### src/rtl/ee_pw_pkg.sv
package ee_pw_pkg;

  function automatic int unsigned addr_bits(int unsigned kbit);
    return $clog2(kbit * 128);
  endfunction

  function automatic int unsigned slot_bits(int unsigned kbit);
    return (kbit <= 2) ? 3 : 4;
  endfunction

  typedef enum logic {
    ST_IDLE,
    ST_BUSY
  } commit_st_e;

endpackage

### src/rtl/ee_addr_ctr.sv
module ee_addr_ctr #(
  parameter int unsigned AW = 8,
  parameter int unsigned PW = 3
) (
  input  logic          clk_i,
  input  logic          rst_ni,
  input  logic          load_i,
  input  logic [AW-1:0] load_addr_i,
  input  logic          page_inc_i,
  input  logic          seq_inc_i,
  output logic [AW-1:0] addr_o
);

  logic [AW-1:0] addr_q;
  logic [PW-1:0] low_nxt;

  assign low_nxt = addr_q[PW-1:0] + 1'b1;

  always_ff @(posedge clk_i or negedge rst_ni) begin
    if (!rst_ni) begin
      addr_q <= '0;
    end else if (load_i) begin
      addr_q <= load_addr_i;
    end else if (page_inc_i) begin
      addr_q <= {addr_q[AW-1:PW], low_nxt};
    end else if (seq_inc_i) begin
      addr_q <= addr_q + 1'b1;
    end
  end

  assign addr_o = addr_q;

  a_r3_page_upper_hold: assert property (@(posedge clk_i) disable iff (!rst_ni)
    page_inc_i && !load_i |=> addr_o[AW-1:PW] == $past(addr_o[AW-1:PW]));

  a_r2_seq_step: assert property (@(posedge clk_i) disable iff (!rst_ni)
    seq_inc_i && !load_i && !page_inc_i |=> addr_o == $past(addr_o) + 1'b1);

endmodule

### src/rtl/ee_page_buf.sv
module ee_page_buf #(
  parameter int unsigned PW = 3,
  localparam int unsigned PG = 1 << PW
) (
  input  logic          clk_i,
  input  logic          rst_ni,
  input  logic          clear_i,
  input  logic          wr_i,
  input  logic [PW-1:0] wr_slot_i,
  input  logic [7:0]    wr_data_i,
  input  logic [PW-1:0] rd_slot_i,
  output logic [7:0]    rd_data_o,
  output logic          rd_vld_o,
  output logic          any_vld_o
);

  logic [PG-1:0] vld_q;
  logic [7:0]    data_q [PG];

  for (genvar g = 0; g < PG; g++) begin : g_slot
    always_ff @(posedge clk_i or negedge rst_ni) begin
      if (!rst_ni) begin
        vld_q[g]  <= 1'b0;
        data_q[g] <= '0;
      end else if (clear_i) begin
        vld_q[g]  <= 1'b0;
      end else if (wr_i && (wr_slot_i == PW'(g))) begin
        vld_q[g]  <= 1'b1;
        data_q[g] <= wr_data_i;
      end
    end
  end

  assign rd_data_o = data_q[rd_slot_i];
  assign rd_vld_o  = vld_q[rd_slot_i];
  assign any_vld_o = |vld_q;

  a_r5_clear_empties: assert property (@(posedge clk_i) disable iff (!rst_ni)
    clear_i |=> !any_vld_o);

endmodule

### src/rtl/ee_commit_seq.sv
module ee_commit_seq
  import ee_pw_pkg::*;
#(
  parameter int unsigned PW           = 3,
  parameter int unsigned WRITE_CYCLES = 24
) (
  input  logic          clk_i,
  input  logic          rst_ni,
  input  logic          stop_i,
  input  logic          wp_i,
  input  logic          any_vld_i,
  output logic          busy_o,
  output logic          prog_o,
  output logic [PW-1:0] slot_o,
  output logic          done_o
);

  localparam int unsigned PG = 1 << PW;
  localparam int unsigned CW = $clog2(WRITE_CYCLES) + 1;
  localparam logic [CW-1:0] LAST = CW'(WRITE_CYCLES - 1);
  localparam logic [CW-1:0] PGC  = CW'(PG);

  commit_st_e    st_q, st_d;
  logic [CW-1:0] cyc_q, cyc_d;

  always_comb begin
    st_d  = st_q;
    cyc_d = cyc_q;
    unique case (st_q)
      ST_IDLE: if (stop_i && !wp_i && any_vld_i) begin
        st_d  = ST_BUSY;
        cyc_d = '0;
      end
      ST_BUSY: begin
        cyc_d = cyc_q + 1'b1;
        if (cyc_q == LAST) begin
          st_d  = ST_IDLE;
          cyc_d = '0;
        end
      end
      default: st_d = ST_IDLE;
    endcase
  end

  always_ff @(posedge clk_i or negedge rst_ni) begin
    if (!rst_ni) begin
      st_q  <= ST_IDLE;
      cyc_q <= '0;
    end else begin
      st_q  <= st_d;
      cyc_q <= cyc_d;
    end
  end

  // the first PG cycles of the window walk the page slots
  assign busy_o = (st_q == ST_BUSY);
  assign prog_o = busy_o && (cyc_q < PGC);
  assign slot_o = cyc_q[PW-1:0];
  assign done_o = busy_o && (cyc_q == LAST);

  a_r6_busy_from_stop: assert property (@(posedge clk_i) disable iff (!rst_ni)
    $rose(busy_o) |-> $past(stop_i && !wp_i && any_vld_i));

  a_r6_busy_window: assert property (@(posedge clk_i) disable iff (!rst_ni)
    $fell(busy_o) |-> $past(cyc_q) == LAST);

  a_r7_wp_no_busy: assert property (@(posedge clk_i) disable iff (!rst_ni)
    stop_i && wp_i && !busy_o |=> !busy_o);

  a_r8_empty_no_busy: assert property (@(posedge clk_i) disable iff (!rst_ni)
    stop_i && !any_vld_i && !busy_o |=> !busy_o);

endmodule

### src/rtl/ee_sram.sv
module ee_sram #(
  parameter int unsigned AW = 8,
  localparam int unsigned DEPTH = 1 << AW
) (
  input  logic          clk_i,
  input  logic          rst_ni,
  input  logic          we_i,
  input  logic [AW-1:0] waddr_i,
  input  logic [7:0]    wdata_i,
  input  logic          re_i,
  input  logic [AW-1:0] raddr_i,
  output logic [7:0]    rdata_o
);

  logic [7:0] mem_q [DEPTH];

  // array model starts erased
  always_ff @(posedge clk_i or negedge rst_ni) begin
    if (!rst_ni) begin
      for (int i = 0; i < DEPTH; i++) mem_q[i] <= 8'hFF;
    end else if (we_i) begin
      mem_q[waddr_i] <= wdata_i;
    end
  end

  always_ff @(posedge clk_i or negedge rst_ni) begin
    if (!rst_ni)   rdata_o <= 8'hFF;
    else if (re_i) rdata_o <= mem_q[raddr_i];
  end

endmodule

### src/rtl/ee_page_writer.sv
module ee_page_writer
  import ee_pw_pkg::*;
#(
  parameter int unsigned KBIT         = 2,
  parameter int unsigned WRITE_CYCLES = 24,
  localparam int unsigned AW = addr_bits(KBIT)
) (
  input  logic          clk_i,
  input  logic          rst_ni,
  input  logic          wp_i,
  input  logic          start_i,
  input  logic          stop_i,
  input  logic          addr_load_i,
  input  logic [AW-1:0] addr_i,
  input  logic          wr_byte_i,
  input  logic [7:0]    wr_data_i,
  input  logic          rd_byte_i,
  output logic [7:0]    rd_data_o,
  output logic          rd_valid_o,
  output logic          busy_o
);

  localparam int unsigned PW = slot_bits(KBIT);

  logic          busy, prog, done;
  logic [PW-1:0] slot;
  logic [AW-1:0] addr;
  logic          do_load, do_wr, do_rd, buf_clear;
  logic          any_vld, slot_vld;
  logic [7:0]    slot_data;
  logic          ram_we;
  logic [AW-1:0] ram_waddr;
  logic          rd_valid_q;

  assign do_load   = !busy && addr_load_i;
  assign do_wr     = !busy && !addr_load_i && wr_byte_i;
  assign do_rd     = !busy && !addr_load_i && !wr_byte_i && rd_byte_i;
  // keep the buffer on a stop that launches a commit; drop it otherwise
  assign buf_clear = done ||
                     (!busy && (start_i || (stop_i && (wp_i || !any_vld))));

  ee_addr_ctr #(.AW(AW), .PW(PW)) u_ctr (
    .clk_i      (clk_i),
    .rst_ni     (rst_ni),
    .load_i     (do_load),
    .load_addr_i(addr_i),
    .page_inc_i (do_wr),
    .seq_inc_i  (do_rd),
    .addr_o     (addr)
  );

  ee_page_buf #(.PW(PW)) u_buf (
    .clk_i    (clk_i),
    .rst_ni   (rst_ni),
    .clear_i  (buf_clear),
    .wr_i     (do_wr),
    .wr_slot_i(addr[PW-1:0]),
    .wr_data_i(wr_data_i),
    .rd_slot_i(slot),
    .rd_data_o(slot_data),
    .rd_vld_o (slot_vld),
    .any_vld_o(any_vld)
  );

  ee_commit_seq #(.PW(PW), .WRITE_CYCLES(WRITE_CYCLES)) u_seq (
    .clk_i    (clk_i),
    .rst_ni   (rst_ni),
    .stop_i   (stop_i),
    .wp_i     (wp_i),
    .any_vld_i(any_vld),
    .busy_o   (busy),
    .prog_o   (prog),
    .slot_o   (slot),
    .done_o   (done)
  );

  assign ram_we    = prog && slot_vld;
  assign ram_waddr = {addr[AW-1:PW], slot};

  ee_sram #(.AW(AW)) u_ram (
    .clk_i  (clk_i),
    .rst_ni (rst_ni),
    .we_i   (ram_we),
    .waddr_i(ram_waddr),
    .wdata_i(slot_data),
    .re_i   (do_rd),
    .raddr_i(addr),
    .rdata_o(rd_data_o)
  );

  always_ff @(posedge clk_i or negedge rst_ni) begin
    if (!rst_ni) rd_valid_q <= 1'b0;
    else         rd_valid_q <= do_rd;
  end

  assign rd_valid_o = rd_valid_q;
  assign busy_o     = busy;

  a_r9_rd_one_cycle: assert property (@(posedge clk_i) disable iff (!rst_ni)
    rd_valid_o |-> $past(rd_byte_i && !addr_load_i && !wr_byte_i && !busy_o));

  a_r7_write_only_busy: assert property (@(posedge clk_i) disable iff (!rst_ni)
    ram_we |-> busy_o);

  a_r6_addr_frozen: assert property (@(posedge clk_i) disable iff (!rst_ni)
    busy_o |=> $stable(addr));

  a_r6_no_read_busy: assert property (@(posedge clk_i) disable iff (!rst_ni)
    busy_o |=> !rd_valid_o);

endmodule

### config.mk
export PLATFORM = sky130hd
export DESIGN_NAME = ee_page_writer
export DESIGN_NICKNAME = d
export VERILOG_FILES = /design/src/rtl/ee_pw_pkg.sv /design/src/rtl/ee_addr_ctr.sv /design/src/rtl/ee_page_buf.sv /design/src/rtl/ee_commit_seq.sv /design/src/rtl/ee_sram.sv /design/src/rtl/ee_page_writer.sv
export SDC_FILE = /design/constraint.sdc
export NUM_CORES = 2
export LEC_CHECK = 0
export BUFFER_PORTS_ARGS = -buffer_cell sky130_fd_sc_hd__clkbuf_2
export CORE_ASPECT_RATIO = 2
export CORE_UTILIZATION = 58
export CTS_CLUSTER_SIZE = 16
export DETAILED_ROUTE_END_ITERATION = 16
export PLACE_DENSITY = 0.85
export SETUP_SLACK_MARGIN = 0.05
export SYNTH_ARGS = -nofsm -noshare
export SYNTH_HDL_FRONTEND = slang
export SYNTH_SLANG_ARGS = --single-unit
### constraint.sdc
create_clock -name clk_i -period 2.78 [get_ports clk_i]
set_input_delay 0.556 -clock clk_i [delete_from_list [all_inputs] [get_ports clk_i]]
set_output_delay 0.556 -clock clk_i [all_outputs]
set_load 0.01 [all_outputs]
# == Word level (Yosys, flattened, before mapping) ==
# Cells that the tools add are included.
# word_totals
ramBits,0
rom_bits,0
n_memories,0
wordCells,388
register_bits,2144
output_inout_bits,10
inputBits,24
latch_bits,0
# classes
mux,36
bitwise,5
div_mod_pow,0
n_addsub,3
eq_ne,10
reduce_logical,50
shift,0
magnitude_cmp,6
mul,0
# op_table
op,n
2048-bit bitwise mux,1
8-bit binary-select mux with 8-bit select,1
8-bit demux with 8-bit select,1
8-bit 2-to-1 mux,8
8-bit binary-select mux with 3-bit select,1
1-bit logical AND,21
1-bit 2-to-1 mux,19
"9-bit >= comparator, second input constant",2
8-bit NOT with 9-bit output,2
2-bit AND reduction,9
2-bit nonzero test,9
"3-bit equality test, second input constant",4
6-bit 2-to-1 mux,2
6-bit one-hot mux with 2 select lines,1
"9-bit by 1-bit < comparator with 1-bit output, second input constant",1
"8-bit by 1-bit adder with 8-bit output, second input constant",1
8-bit OR reduction,1
"6-bit by 1-bit adder with 6-bit output, second input constant",1
"3-bit by 2-bit equality test with 1-bit output, second input constant",2
"6-bit by 5-bit equality test with 1-bit output, second input constant",1
"6-bit by 4-bit < comparator with 1-bit output, second input constant",1
1-bit logical NOT,5
"4-bit >= comparator, second input constant",1
"3-bit by 4-bit < comparator with 1-bit output, second input constant",1
11 further kinds,14

# == Longest topological paths before layout ==
# depth
depth_word,9
depth_mapped,13

# == Cells and area by module ==
# A second synthesis with hierarchy kept.
# hier_totals
hier_cells,6659
hier_area_um2,101207.1
# modules_own_cells
module,seq_area_each_um2,cells_per_inst,area_per_inst_um2,n_inst
ee_sram,54021.8,6360,96877.9,1
ee_page_buf,1801.7,198,3384.5,1
ee_addr_ctr,200.2,48,447.9,1
ee_commit_seq,175.2,44,416.6,1
ee_page_writer,25.0,9,80.1,1

# == Worst setup path after synthesis ==
# OpenSTA, ideal clock, no wires.
# synth_timing
kind,flip-flop to flip-flop
from,register u_ctr.addr_q[2] (netlist: u_ctr.addr_o[2])
to,register u_buf.data_q[32] (netlist bit)
t_required_ns,2.655
setup_time_ns,0.125
path_slack_ns,0.093
path_buffers,5
arrival_time_ns,2.562
path_stages_with_launch,10
period_less_slack_ns,2.687
path_cell_list,dfrtp_1 -> inv_2 -> buf_2 -> buf_4 -> buf_1 -> clkbuf_1 -> ha_1 -> and3_1 -> clkbuf_1 -> mux2_2
# synth_via
elab_chain_cells,3
# synth_lines
element,line_no,text
"start, declared",ee_addr_ctr.sv:14,logic [AW-1:0] addr_q;
"start signal, assigned",ee_addr_ctr.sv:23,addr_q <= load_addr_i;
"start signal, assigned",ee_addr_ctr.sv:25,"addr_q <= {addr_q[AW-1:PW], low_nxt};"
"start signal, assigned",ee_addr_ctr.sv:27,addr_q <= addr_q + 1'b1;
3-bit by 2-bit equality test with 1-bit output,ee_page_buf.sv:27,end else if (wr_i && (wr_slot_i == PW'(g))) begin
1-bit logical AND,ee_page_buf.sv:27,
2-bit AND reduction (no source line),--,
"end signal, assigned by index",ee_page_buf.sv:29,data_q[g] <= wr_data_i;
"end, declared",ee_page_buf.sv:18,logic [7:0] data_q [PG];
# Every way passes these cells.
# A chain may end at the register's enable or synchronous reset.

# == Final worst setup path ==
# layout_timing
from,register u_ctr.addr_q[1] (netlist: u_ctr.addr_o[1])
to,register u_ram.rdata_o[7]
# layout_via
elab_chain_cells,4
# layout_lines
element,line_no,text
8-bit NOT with 9-bit output (implied by the code),ee_sram.sv:28,else if (re_i) rdata_o <= mem_q[raddr_i];
8-bit binary-select mux with 8-bit select,ee_sram.sv:28,
8-bit 2-to-1 mux (implied by the code) (2 in a row),ee_sram.sv:28,
"end signal, assigned",ee_sram.sv:28,
"end, declared",ee_sram.sv:12,output logic [7:0] rdata_o
# Every way passes these cells. The select of a mux whose other input is x is not followed.

==> flow_summary.ini <==
[placed_design]
io_buffers = 33
dp_cells = 10902
placed_area_sq_um = 104000
gp_congestion = 0.984
place_hpwl_microns = 203000

[worst_setup_path]
critPathBufInv = 4
critPathKind = flip-flop to flip-flop
critPathRequiredTime_ps = 3610
r2r_setup_slack_ps = -380
cp.arrival_ps = 3990
cp_top_family = buffers and inverters
crit_fanout = 13
cpMaxStageDelayCell = dfrtp_4
crit-reg2reg-launch = u_ctr.addr_o[1]
r2r-end = u_ram.rdata_o[7]
crit_path_max_incr_delay_ps = 640
cp-end-kind = flip-flop
startpoint_type = flip-flop
r2r_cells = 11
cpMostUsedCell = buf_4
crit_chain = buf_12, buf_16, buf_4, mux2i_2, a21oi_1, nand3_1, o21ai_1, nor4_4, buf_4, a311o_1, a41oi_2

[clock_network]
clk_latency_ps = 920
clk_pin_slew_ps = 70
cts_tree = built
clkSinkCount = 2144
cts_buffers = 181
cts_max_level = 4
clock_tree.root_cell = clkbuf_16
clk_path_buf_depth = 4

[finish]
final_common_cell = nand2_1
nNetsFinal = 8990
final_cell_mix = nand2_1, dfstp_2, o21ai_0
final_cell_count_no_fill = 11377
design_area_sq_um = 112000
syn_to_final_growth_pct = 14.5
drive_above_1_share_pct = 43.6

[pwr]
leakagePower_nw = 40.0
ir_worst_vdd_v = 0.000978
powerDensity_nw_per_um2 = 840
finalPower_w = 0.0943

[run_status]
violations = hold timing, setup timing
status = finished with violations

[sta]
fin_crit_ps = 3160
final-hold-violation-count = 2
fin_ws_ps = -379
fmax_mhz = 317
setup_viol_count_final = 20
maxSlewHeadroom_pct = 30.3
final_max_slew_viol_count = 0
grt_setup_unrepaired = true
max_slew.worst_pin.slew_ps = 1020
fin_crit_sh_pct = 114
whs_ps = -28.5
fin_skew_ps = 74.2
final.setup.tns_ps = -2810

[die]
rows = 213
die_x_microns = 293
initial_core_util_pct = 58.3
dieArea_sq_um = 171000
io_pins = 34
die_y_microns = 584
core-area_sq_um = 168000

[synth]
synth.area.top_cells = dfstp_2, mux4_2, o21ai_0
ys_seq_elements = 2144
synth_top_area_share_pct = 55.1
syn_area_per_cell_sq_um = 11.1
synth_cell_type_count = 74
synth_top_flop_cell = dfstp_2
synth_warnings = 0
synth-edff-count = 0
netlist_area_sq_um = 98100
synthArstFlopShare_pct = 100
ys_seq_area_share_pct = 57.3
yosysTopAreaCell = dfstp_2
synthCells = 8825
syn-num-nets = 8859

[global_routing]
gr-total-overflow = 0
grt_max_degree = 124
grt_pass1_vias = 80805
grt_pass1_wl_microns = 491000
grtUsageTotal_pct = 38.4
grt_antenna_before_repair = 28

[worst_hold_path]
hold_path.class = input port to flip-flop
min_to = u_seq.busy_o
min_path_cells = 3
min-delay-start = stop_i

[run]
drv_cap = 0

[route]
drt_first_iter_violations = 10547
viasPerCell = 7.00
vias = 79623
wl_per_cell_microns = 29.7
drt_wl_total_microns = 338000
ant_nets = 0
drtPass1Iterations = 9
drc = 0
-- metrics by stage --
stage | setup slack (ps) | hold WS (ps) | util, %
2_1_floorplan | 93.3 | 260 | -
3_3_place_gp | -683 | 450 | 61.7
3_5_place_dp | -634 | 455 | 61.7
4_1_cts | -104 | 2.83 | 65.9
5_1_grt | -285 | -8.49 | 66.7
6_report | -379 | -28.5 | 66.8
-- registers in the layout (all words and copies together) (netlist names) --
name	cells
u_seq.cyc_q	6
u_buf.vld_q	8
u_ctr.addr_o	8
u_buf.data_q	64
rd_valid_o	1
u_seq.busy_o	1
u_ram.mem_q	2048
u_ram.rdata_o	8
-- area by class of cell --
class                   instances  area, sq um
multi-input cells            5824        38700
clock buffers                 257         5300
fillers                     10448        55900
clock inverters                60          676
flip-flops and latches       2144        56200
well taps                    2257         2820
repair buffers                790         8450
inverters                      15         75.1
diodes                         30         75.1
-- worst max-delay path by stage --
stage / to / start / slack (ps) / cells after the start
final: u_ram.rdata_o[7] / u_ctr.addr_o[1] / -380 / 11
after global routing: u_ram.rdata_o[4] / u_ctr.addr_o[3] / -290 / 9
after CTS: u_ram.rdata_o[5] / u_ctr.addr_o[0] / -100 / 10
after detailed placement: u_ram.rdata_o[4] / u_ctr.addr_o[0] / -630 / 11
after global placement: u_ram.rdata_o[4] / u_ctr.addr_o[0] / -680 / 11
after floorplan: u_buf.data_q[32] / u_ctr.addr_o[2] / 90 / 9
-- power by group --
part | total (W) | internal, W | switching [W]
clock | 0.0266 | 0.0146 | 0.0121
sequential | 0.0325 | 0.0319 | 0.000605
combinational | 0.0352 | 0.0123 | 0.0228
total | 0.0943 | 0.0588 | 0.0355
-- timing repair --
action | in CTS | in global routing
hold buffers | 1 | 0
endpoints found under the hold margin | 1 | 0
pin swaps | 25 | 49
setup endpoints to repair | 37 | 112
setup buffers | 38 | 77
gates resized for setup | 110 | 180
cloned | 10 | 6
-- synthesized netlist by cell type, types with 6 or more instances --
cell      count
nor4_1       10
inv_1        12
mux2i_1     174
a22oi_1      39
nand3_1      50
o21ai_0    2045
a221o_1      12
nor3_1        7
or2_2        61
a21oi_1      43
o21ai_1      69
nand4_2      34
o22ai_1      28
nand3_2       9
o32a_1        6
o211ai_1     10
buf_1        36
mux4_2      486
dfstp_2    2056
buf_6        33
dfrtp_1      88
clkbuf_1    347
nor2b_1      16
nor2_1       77
ha_1         10
nand2_1    2232
a32oi_1       8
buf_2       373
o31a_1        7
a31oi_1      20
nand4_1     159
nand2b_1      7
a221oi_1     17
and3_1       12
mux2_2       83
buf_4        48
a211oi_1      9
-- kinds of logic (layout without fill, tap and decap cells) --
kind of cell | after synthesis | in the layout | share of synthesized area, %
compound gates | 2363 | 2363 | 12.7
xor+xnor | 6 | 6 | 0.0536
fa+ha+maj | 10 | 10 | 0.128
buf+inv | 857 | 1122 | 4.26
flops | 2144 | 2144 | 57.3
mux | 749 | 749 | 14.0
other cells | 0 | 30 | 0
simple gates | 2696 | 2696 | 11.5
-- worst min-delay path: cells and delay by family --
kind	cells	cell delay, ps
compound gates	1	70
simple gates	1	80
buf+inv	1	110
-- layer usage --
metal / up-vias / routed length (microns) / GRT usage (%)
met2: 6584 / 157000 / 60.1
met1: 39231 / 99300 / 39.8
li1: 31241 / - / -
met3: 2545 / 40300 / 12.5
met5: - / 134 / 0
met4: 22 / 40800 / 38.8
Note: power is estimated with default switching activity, not from simulation.
